==> src/rtl/cnu_pkg.sv <==
package cnu_pkg;
  localparam int MSG_W = 8;
  localparam int MAG_W = MSG_W - 1;

  typedef struct packed {
    logic             sign;
    logic [MAG_W-1:0] mag;
  } cnu_msg_t;
endpackage

==> src/rtl/cnu_group_min.sv <==
module cnu_group_min #(
  parameter int MAG_W    = 7,
  parameter int GRP_SIZE = 5,
  parameter int IDX_W    = 5,
  parameter int BASE     = 0
) (
  input  logic [GRP_SIZE-1:0][MAG_W-1:0] mag_i,
  input  logic [GRP_SIZE-1:0]            en_i,
  output logic [MAG_W-1:0]               min_o,
  output logic [IDX_W-1:0]               idx_o
);
  logic found;

  always_comb begin
    min_o = '1;
    idx_o = IDX_W'(BASE);
    found = 1'b0;
    for (int j = 0; j < GRP_SIZE; j++) begin
      if (en_i[j] && (!found || (mag_i[j] < min_o))) begin
        min_o = mag_i[j];
        idx_o = IDX_W'(BASE + j);
        found = 1'b1;
      end
    end
  end
endmodule

==> src/rtl/cnu_min_merge.sv <==
module cnu_min_merge #(
  parameter int MAG_W   = 7,
  parameter int IDX_W   = 5,
  parameter int NUM_GRP = 4
) (
  input  logic [NUM_GRP-1:0][MAG_W-1:0] gmin_i,
  input  logic [NUM_GRP-1:0][IDX_W-1:0] gidx_i,
  output logic [MAG_W-1:0]              min1_o,
  output logic [IDX_W-1:0]              idx1_o,
  output logic [MAG_W-1:0]              min2p_o
);
  localparam int GW = (NUM_GRP > 1) ? $clog2(NUM_GRP) : 1;

  logic [GW-1:0] win;

  always_comb begin
    win = '0;
    for (int g = 1; g < NUM_GRP; g++) begin
      if (gmin_i[g] < gmin_i[win]) win = GW'(g);
    end
    min1_o = gmin_i[win];
    idx1_o = gidx_i[win];
  end

  always_comb begin
    min2p_o = '1;
    for (int g = 0; g < NUM_GRP; g++) begin
      if ((GW'(g) != win) && (gmin_i[g] < min2p_o)) min2p_o = gmin_i[g];
    end
  end
endmodule

==> src/rtl/cnu_scale.sv <==
module cnu_scale #(
  parameter int MAG_W       = 7,
  parameter int OUT_W       = 4,
  parameter int GAMMA_NUM   = 3,
  parameter int GAMMA_SHIFT = 2,
  parameter int ALPHA_SHIFT = 1
) (
  input  logic [MAG_W-1:0] min1_i,
  input  logic [MAG_W-1:0] min2p_i,
  output logic [OUT_W-1:0] s1_o,
  output logic [OUT_W-1:0] s2_o
);
  localparam int SW = MAG_W + ALPHA_SHIFT + 8;
  localparam logic [SW-1:0] K_GAMMA = SW'(GAMMA_NUM);
  localparam logic [SW-1:0] K_BETA  = SW'((1 << ALPHA_SHIFT) - 1);
  localparam logic [SW-1:0] SAT     = SW'((1 << OUT_W) - 1);

  logic [SW-1:0] w1, w2, blend, p1, p2;

  always_comb begin
    w1    = SW'(min1_i);
    w2    = SW'(min2p_i);
    blend = w1 + K_BETA * w2;
    p1    = (K_GAMMA * w1) >> GAMMA_SHIFT;
    p2    = (K_GAMMA * blend) >> (GAMMA_SHIFT + ALPHA_SHIFT);
    s1_o  = (p1 > SAT) ? SAT[OUT_W-1:0] : p1[OUT_W-1:0];
    s2_o  = (p2 > SAT) ? SAT[OUT_W-1:0] : p2[OUT_W-1:0];
  end
endmodule

==> src/rtl/cnu_grouped_top.sv <==
module cnu_grouped_top #(
  parameter int NUM_IN       = 19,
  parameter int NUM_IN_SHORT = 10,
  parameter int NUM_GRP      = 4,
  parameter int OUT_W        = 4,
  parameter int IDX_W        = 5,
  parameter int GAMMA_NUM    = 3,
  parameter int GAMMA_SHIFT  = 2,
  parameter int ALPHA_SHIFT  = 1
) (
  input  logic                             clk,
  input  logic                             rst_n,
  input  logic                             in_valid,
  input  logic                             mode_short,
  input  logic [NUM_IN*cnu_pkg::MSG_W-1:0] in_msg,
  output logic                             out_valid,
  output logic                             out_sign_total,
  output logic [NUM_IN-1:0]                out_sign,
  output logic [OUT_W-1:0]                 out_min1,
  output logic [OUT_W-1:0]                 out_min2,
  output logic [IDX_W-1:0]                 out_idx
);
  import cnu_pkg::*;

  localparam int GRP_SIZE = (NUM_IN + NUM_GRP - 1) / NUM_GRP;

  // stage 0: input capture
  logic                    v0_q, v0_d;
  logic                    mode_q, mode_d;
  logic [NUM_IN*MSG_W-1:0] msg_q, msg_d;

  always_comb begin
    v0_d   = in_valid;
    mode_d = in_valid ? mode_short : mode_q;
    msg_d  = in_valid ? in_msg : msg_q;
  end

  always_ff @(posedge clk or negedge rst_n) begin
    if (!rst_n) begin
      v0_q   <= 1'b0;
      mode_q <= 1'b0;
      msg_q  <= '0;
    end else begin
      v0_q <= v0_d;
      if (in_valid) begin
        mode_q <= mode_d;
        msg_q  <= msg_d;
      end
    end
  end

  // unpack, mask inactive edges
  cnu_msg_t    msg_a [NUM_IN];
  logic [NUM_IN-1:0] act;
  logic [NUM_IN-1:0] sgn_act;

  genvar i;
  generate
    for (i = 0; i < NUM_IN; i++) begin : g_edge
      assign msg_a[i]   = msg_q[i*MSG_W +: MSG_W];
      if (i < NUM_IN_SHORT) begin : g_always
        assign act[i] = 1'b1;
      end else begin : g_long_only
        assign act[i] = ~mode_q;
      end
      assign sgn_act[i] = msg_a[i].sign & act[i];
    end
  endgenerate

  // group search
  logic [NUM_GRP-1:0][MAG_W-1:0] gmin;
  logic [NUM_GRP-1:0][IDX_W-1:0] gidx;

  genvar g, j;
  generate
    for (g = 0; g < NUM_GRP; g++) begin : g_grp
      logic [GRP_SIZE-1:0][MAG_W-1:0] gmag;
      logic [GRP_SIZE-1:0]            gen;
      for (j = 0; j < GRP_SIZE; j++) begin : g_slot
        if (g * GRP_SIZE + j < NUM_IN) begin : g_real
          assign gmag[j] = msg_a[g*GRP_SIZE+j].mag;
          assign gen[j]  = act[g*GRP_SIZE+j];
        end else begin : g_pad
          assign gmag[j] = '1;
          assign gen[j]  = 1'b0;
        end
      end
      cnu_group_min #(
        .MAG_W   (MAG_W),
        .GRP_SIZE(GRP_SIZE),
        .IDX_W   (IDX_W),
        .BASE    (g * GRP_SIZE)
      ) u_gmin (
        .mag_i(gmag),
        .en_i (gen),
        .min_o(gmin[g]),
        .idx_o(gidx[g])
      );
    end
  endgenerate

  logic [MAG_W-1:0] min1, min2p;
  logic [IDX_W-1:0] idx1;

  cnu_min_merge #(
    .MAG_W  (MAG_W),
    .IDX_W  (IDX_W),
    .NUM_GRP(NUM_GRP)
  ) u_merge (
    .gmin_i (gmin),
    .gidx_i (gidx),
    .min1_o (min1),
    .idx1_o (idx1),
    .min2p_o(min2p)
  );

  logic [OUT_W-1:0] s1, s2;

  cnu_scale #(
    .MAG_W      (MAG_W),
    .OUT_W      (OUT_W),
    .GAMMA_NUM  (GAMMA_NUM),
    .GAMMA_SHIFT(GAMMA_SHIFT),
    .ALPHA_SHIFT(ALPHA_SHIFT)
  ) u_scale (
    .min1_i (min1),
    .min2p_i(min2p),
    .s1_o   (s1),
    .s2_o   (s2)
  );

  // stage 1: results
  logic              tot_d;
  logic [NUM_IN-1:0] esgn_d;

  always_comb begin
    tot_d  = ^sgn_act;
    esgn_d = sgn_act ^ {NUM_IN{tot_d}};
  end

  always_ff @(posedge clk or negedge rst_n) begin
    if (!rst_n) begin
      out_valid      <= 1'b0;
      out_sign_total <= 1'b0;
      out_sign       <= '0;
      out_min1       <= '0;
      out_min2       <= '0;
      out_idx        <= '0;
    end else begin
      out_valid <= v0_q;
      if (v0_q) begin
        out_sign_total <= tot_d;
        out_sign       <= esgn_d;
        out_min1       <= s1;
        out_min2       <= s2;
        out_idx        <= idx1;
      end
    end
  end
endmodule

==> config.mk <==
export PLATFORM = sky130hd
export DESIGN_NAME = cnu_grouped_top
export DESIGN_NICKNAME = d
export VERILOG_FILES = /design/src/rtl/cnu_pkg.sv /design/src/rtl/cnu_group_min.sv /design/src/rtl/cnu_min_merge.sv /design/src/rtl/cnu_scale.sv /design/src/rtl/cnu_grouped_top.sv
export SDC_FILE = /design/constraint.sdc
export NUM_CORES = 1
export LEC_CHECK = 0
export ABC_AREA = 1
export BUFFER_PORTS_ARGS = -buffer_cell sky130_fd_sc_hd__buf_2
export CORE_ASPECT_RATIO = 1.1
export CORE_MARGIN = 4
export CORE_UTILIZATION = 54
export DETAILED_ROUTE_END_ITERATION = 10
export MAX_ROUTING_LAYER = met4
export PLACE_DENSITY = 0.78
export SYNTH_ARGS = -nofsm -noshare
export SYNTH_HDL_FRONTEND = slang
export SYNTH_HIERARCHICAL = 1
export SYNTH_SLANG_ARGS = --single-unit
==> constraint.sdc <==
create_clock -name clk -period 14.95 [get_ports clk]
set_input_delay 2.99 -clock clk [delete_from_list [all_inputs] [get_ports clk]]
set_output_delay 2.99 -clock clk [all_outputs]
set_load 0.02 [all_outputs]
==> Word level (Yosys, flattened, before mapping) <==
Cells that the tools add are included.
{ "totals": {"register_bits": 188, "inputBits": 156, "out_inout_bits": 34} }
{ "classes": {"addsub": 1, "n_mul": 2, "magnitude_cmp": 27, "eq_ne": 3, "muxes": 55, "bitwise": 11, "n_reduce_logical": 25} }
{ "op_table": {"columns": ["op", "count"], "rows": [
  ["2-to-1 mux 7 bit", 24],
  ["less-than comparator 7 bit", 21],
  ["binary-select mux 7 bit (select 2 bit)", 3],
  ["2-to-1 mux 5 bit", 4],
  ["XOR reduction 19 bit", 1],
  ["bitwise XOR 19 bit", 1],
  ["multiplier 2 x 16 -> 16 bit, first input constant", 1],
  ["2-to-1 mux 4 bit", 4],
  ["greater-than comparator 13 x 4 -> 1 bit, second input constant", 1],
  ["2-to-1 mux 2 bit", 6],
  ["2-to-1 mux 3 bit", 4],
  ["logical AND 1 bit", 11],
  ["binary-select mux 5 bit (select 2 bit)", 1],
  ["AND 1 bit", 9],
  ["multiplier 2 x 7 -> 9 bit, first input constant", 1],
  ["2-to-1 mux 1 bit", 9],
  ["adder 7 x 7 -> 8 bit", 1],
  ["greater-than comparator 7 x 4 -> 1 bit, second input constant", 1],
  ["logical OR 1 bit", 7],
  ["less-than comparator 7 bit, second input constant", 1],
  ["less-than comparator 2 x 3 -> 1 bit, second input constant", 2],
  ["logical NOT 1 bit", 5],
  ["inequality test 2 bit, first input constant", 2],
  ["less-than comparator 1 x 3 -> 1 bit, second input constant", 1],
  ["other kinds (3)", 3]
]} }

==> Depth between registers and ports, before layout <==
{ "logic_depth": {"ltp_word": 41, "ltp_mapped": 129, "ltp_nobuf": 122} }

==> Hierarchy <==
The synthesis kept the hierarchy.
{ "by_module_without_submodules": {"columns": ["module", "n_inst", "cells_per_inst", "area_each_um2", "seq_area_each_um2"], "rows": [
  ["cnu_grouped_top", 1, 643, 7868.8, 4704.5],
  ["cnu_min_merge", 1, 330, 1800.5, 0.0],
  ["cnu_group_min at g_grp[2].u_gmin", 1, 211, 1118.6, 0.0],
  ["cnu_group_min at g_grp[0].u_gmin", 1, 211, 1114.8, 0.0],
  ["cnu_group_min at g_grp[3].u_gmin", 1, 213, 1106.1, 0.0],
  ["cnu_group_min at g_grp[1].u_gmin", 1, 212, 1103.6, 0.0],
  ["cnu_scale", 1, 145, 934.6, 0.0]
]} }

==> Worst setup path before layout <==
Ideal clock, no wire load.
{ "synth_timing": {"path_kind": "register to register", "from": "register msg_q[44]", "to": "register out_min2[0]", "t_arrival_ns": 14.237, "slack_ns": 0.596, "stages_incl_launch_ff": 106, "n_path_buf": 8, "cell_sequence": "dfrtp_1 -> nor2_1 -> ha_1 -> nand4_1 -> nand2_1 -> a21oi_1 -> nand2_1 -> nand2_2 -> nand2_4 -> clkbuf_1 -> o21ai_0 -> ha_1 -> a21oi_1 -> nor2_1 -> a211oi_1 -> nand2_1 -> nand2_2 -> nand2_2 -> [70 not listed] -> ha_1 -> inv_1 -> fa_1 -> xnor2_1 -> ha_1 -> nand3_1 -> nand2_1 -> a21o_1 -> a21oi_4 -> o21bai_4 -> nand2_1 -> nand2_1 -> nand2_1 -> nand2_2 -> nor2_4 -> nand2_1 -> nand2_1 -> nand2_1"} }
{ "synth_lines": {"columns": ["item", "line_no", "text"], "rows": [
  ["start: declaration", "cnu_grouped_top.sv:30", "logic [NUM_IN*MSG_W-1:0] msg_q, msg_d;"],
  ["start signal: assignment", "cnu_grouped_top.sv:47", "msg_q <= msg_d;"],
  ["end signal: assignment", "cnu_grouped_top.sv:147", "out_min2 <= '0;"],
  ["end signal: assignment", "cnu_grouped_top.sv:155", "out_min2 <= s2;"],
  ["end: declaration", "cnu_grouped_top.sv:20", "output logic [OUT_W-1:0] out_min2,"]
]} }

==> results.tsv <==
metric	value	unit
worstPathRequired	15.28	ns
drt_wl_total	36400	µm
setup_viol	0	
ys_seq_elements	188	
drive_gt1_share	26.4	%
synth_top_flop_cell	dfrtp_1	
worst_slew_pin_slew	1.05	ns
dr.pass1.iters	7	
synth_cell_type_count	48	
critPathKind	reg2reg	
viasPerCell	5.22	
syn_avg_cell_area	7.66	µm²
status	finished clean	
dp_hpwl	28000	µm
max_freq	71.7	MHz
cts-root-buf	clkbuf_16	
crit_path_end_kind	flop	
cts_buffers	17	
ant_nets	0	
slowest_delay	0.52	ns
crit_path_start	msg_q[44]	
cts_tree	built	
final_common_cell	nand2_1	
crit_arrival	14.29	ns
fin_nets	2467	
cpMostUsedCell	nand2_1	
period_share	93.3	%
synthCells	1965	
placementRows	63	
path_max_fanout	14	
hold_viol_final	0	
fin_crit	13.95	ns
ctsLongestPathBuffers	2	
port-buffer-count	189	
clk_pin_slew	0.07	ns
die_y	183	µm
htreeDepth	4	
setup-tns-final	0	ns
clkLatencyLatePin	0.45	ns
final_cell_mix	nand2_1 (587), inv_1 (212), dfrtp_1 (188)	
gr-total-overflow	0	
whs	0.468	ns
avgRoutedWirePerCell	14.2	µm
drv_cap	0	
start_kind	flop	
synth_edf_count	0	
grt_pass1_vias	13100	
die_x	167	µm
ys_async_sr_fraction	100	%
worst_hold_path_type	reg2reg	
syn_area	0.0150	mm²
dieArea	0.0306	mm²
finalMaxSlewViolations	0	
min_from	out_min1[2]	
area_delta_synth_final	14.6	%
drt_iter0_markers	842	
pin_count	190	
route.detailed.drc	0	
grt_antenna_before_repair	6	
grt_max_degree	117	
clock-sinks	188	
start_util	55.3	%
reg2reg_from	msg_q[44]	
skew	0.0163	ns
critPathSlowestCell	fa_2	
gp_congestion	0.964	
yosysWarnings	6	
grt_use_total	24.2	%
yosysSeqAreaShare	31.3	%
grt_pass1_wl	60600	µm
max_slew_margin	29.9	%
vias	13400	
cts_hold_buffers	0	
core_area	0.0272	mm²
flip-flops by register name (all words and copies together), names as in the netlist:
register,cells
v0_q,1
out_sign,19
out_min1,4
out_min2,4
out_idx,5
mode_q,1
out_sign_total,1
msg_q,152
out_valid,1
repair_timing:
item,4_1_cts,5_1_grt
resized for setup,2,68
gates cloned,0,3
pin swaps,0,15
setup endpoints to repair,4,4
setup buffers,0,15
synthesized netlist by cell type (3+ instances only):
| library cell | instances | area [µm²] |
|---|---|---|
| nand2_1 | 594 | 2230 |
| inv_1 | 215 | 807 |
| dfrtp_1 | 188 | 4700 |
| nand3_1 | 165 | 826 |
| mux2_2 | 134 | 1510 |
| ha_1 | 125 | 1560 |
| o21ai_0 | 109 | 546 |
| nor2_1 | 76 | 285 |
| a21oi_1 | 56 | 280 |
| nand2_2 | 55 | 344 |
| clkbuf_1 | 27 | 101 |
| nand3_2 | 27 | 270 |
| nand2_4 | 23 | 259 |
| inv_2 | 18 | 67.6 |
| buf_2 | 16 | 80.1 |
| a211oi_1 | 15 | 113 |
| or2_2 | 14 | 87.6 |
| nand4_1 | 13 | 81.3 |
| buf_6 | 10 | 113 |
| nor2_2 | 9 | 56.3 |
| o21bai_1 | 7 | 52.6 |
| xnor2_1 | 7 | 61.3 |
| buf_4 | 6 | 45.0 |
| conb_1 | 6 | 22.5 |
| and2_1 | 5 | 31.3 |
| nand3_4 | 4 | 70.1 |
| nand3b_2 | 4 | 45.0 |
| o32ai_1 | 4 | 35.0 |
| a21oi_2 | 3 | 26.3 |
| a21oi_4 | 3 | 48.8 |
| xor2_1 | 3 | 26.3 |
worst max-delay path, delay by kind of cell (launching register included):
kind                       cells  cell delay [ns]
buffers and inverters         11             1.04
and+or+nand+nor               52             4.44
AOI/OAI and AO/OA             27             4.21
DFF                            1             0.40
adders and majority gates     12             3.71
kinds of logic after synthesis:
family          synth area share (%)
compound gates                  7.97
xor+xnor                       0.765
fa+ha+maj                       10.7
buf+inv                         8.41
flops                           31.3
mux                             10.0
other cells                    0.150
simple gates                    30.8
layout make-up:
cell class,instances,area (µm²)
fillers,2433,9950
well taps,357,447
multi-input cells,1529,9430
flip-flops and latches,188,4700
clock buffers,20,467
repair buffers,212,1130
inverters,236,900
clock inverters,12,149
diodes,7,17.5
layer usage:
metal	vias up	track usage, %	routed length (µm)
met1	6178	29.1	15900
met4	0	7.50	835
li1	6800	-	-
met5	-	-	0
met2	320	42.4	18000
met3	63	3.73	1680
through the flow:
stage                     instance area (µm²)  instances  util, %  worst slack (ns)
after floorplan                         15200       2011        -             0.596
after global placement                  16300       2504     60.0             0.451
after detailed placement                16300       2504     60.0            0.0306
after CTS                               16900       2536     62.3           0.00958
after global routing                    17200       2560     63.4           -0.0706
final                                   17200       2561     63.4             0.995
final timing paths:
path	cells past startpoint	slack, ns	end
max	102	1.0	out_min2[1]
min	2	0.47	out_min1[2]
max reg2reg	102	1.0	out_min2[1]
min reg2reg	2	0.47	out_min1[2]
max in group asynchronous	2	10.78	msg_q[116]
min in group asynchronous	1	2.66	out_sign[2]
Power is left out: the tool's default activity adds up to more than one toggle a clock period on the data nets, which glitch-free logic cannot reach.
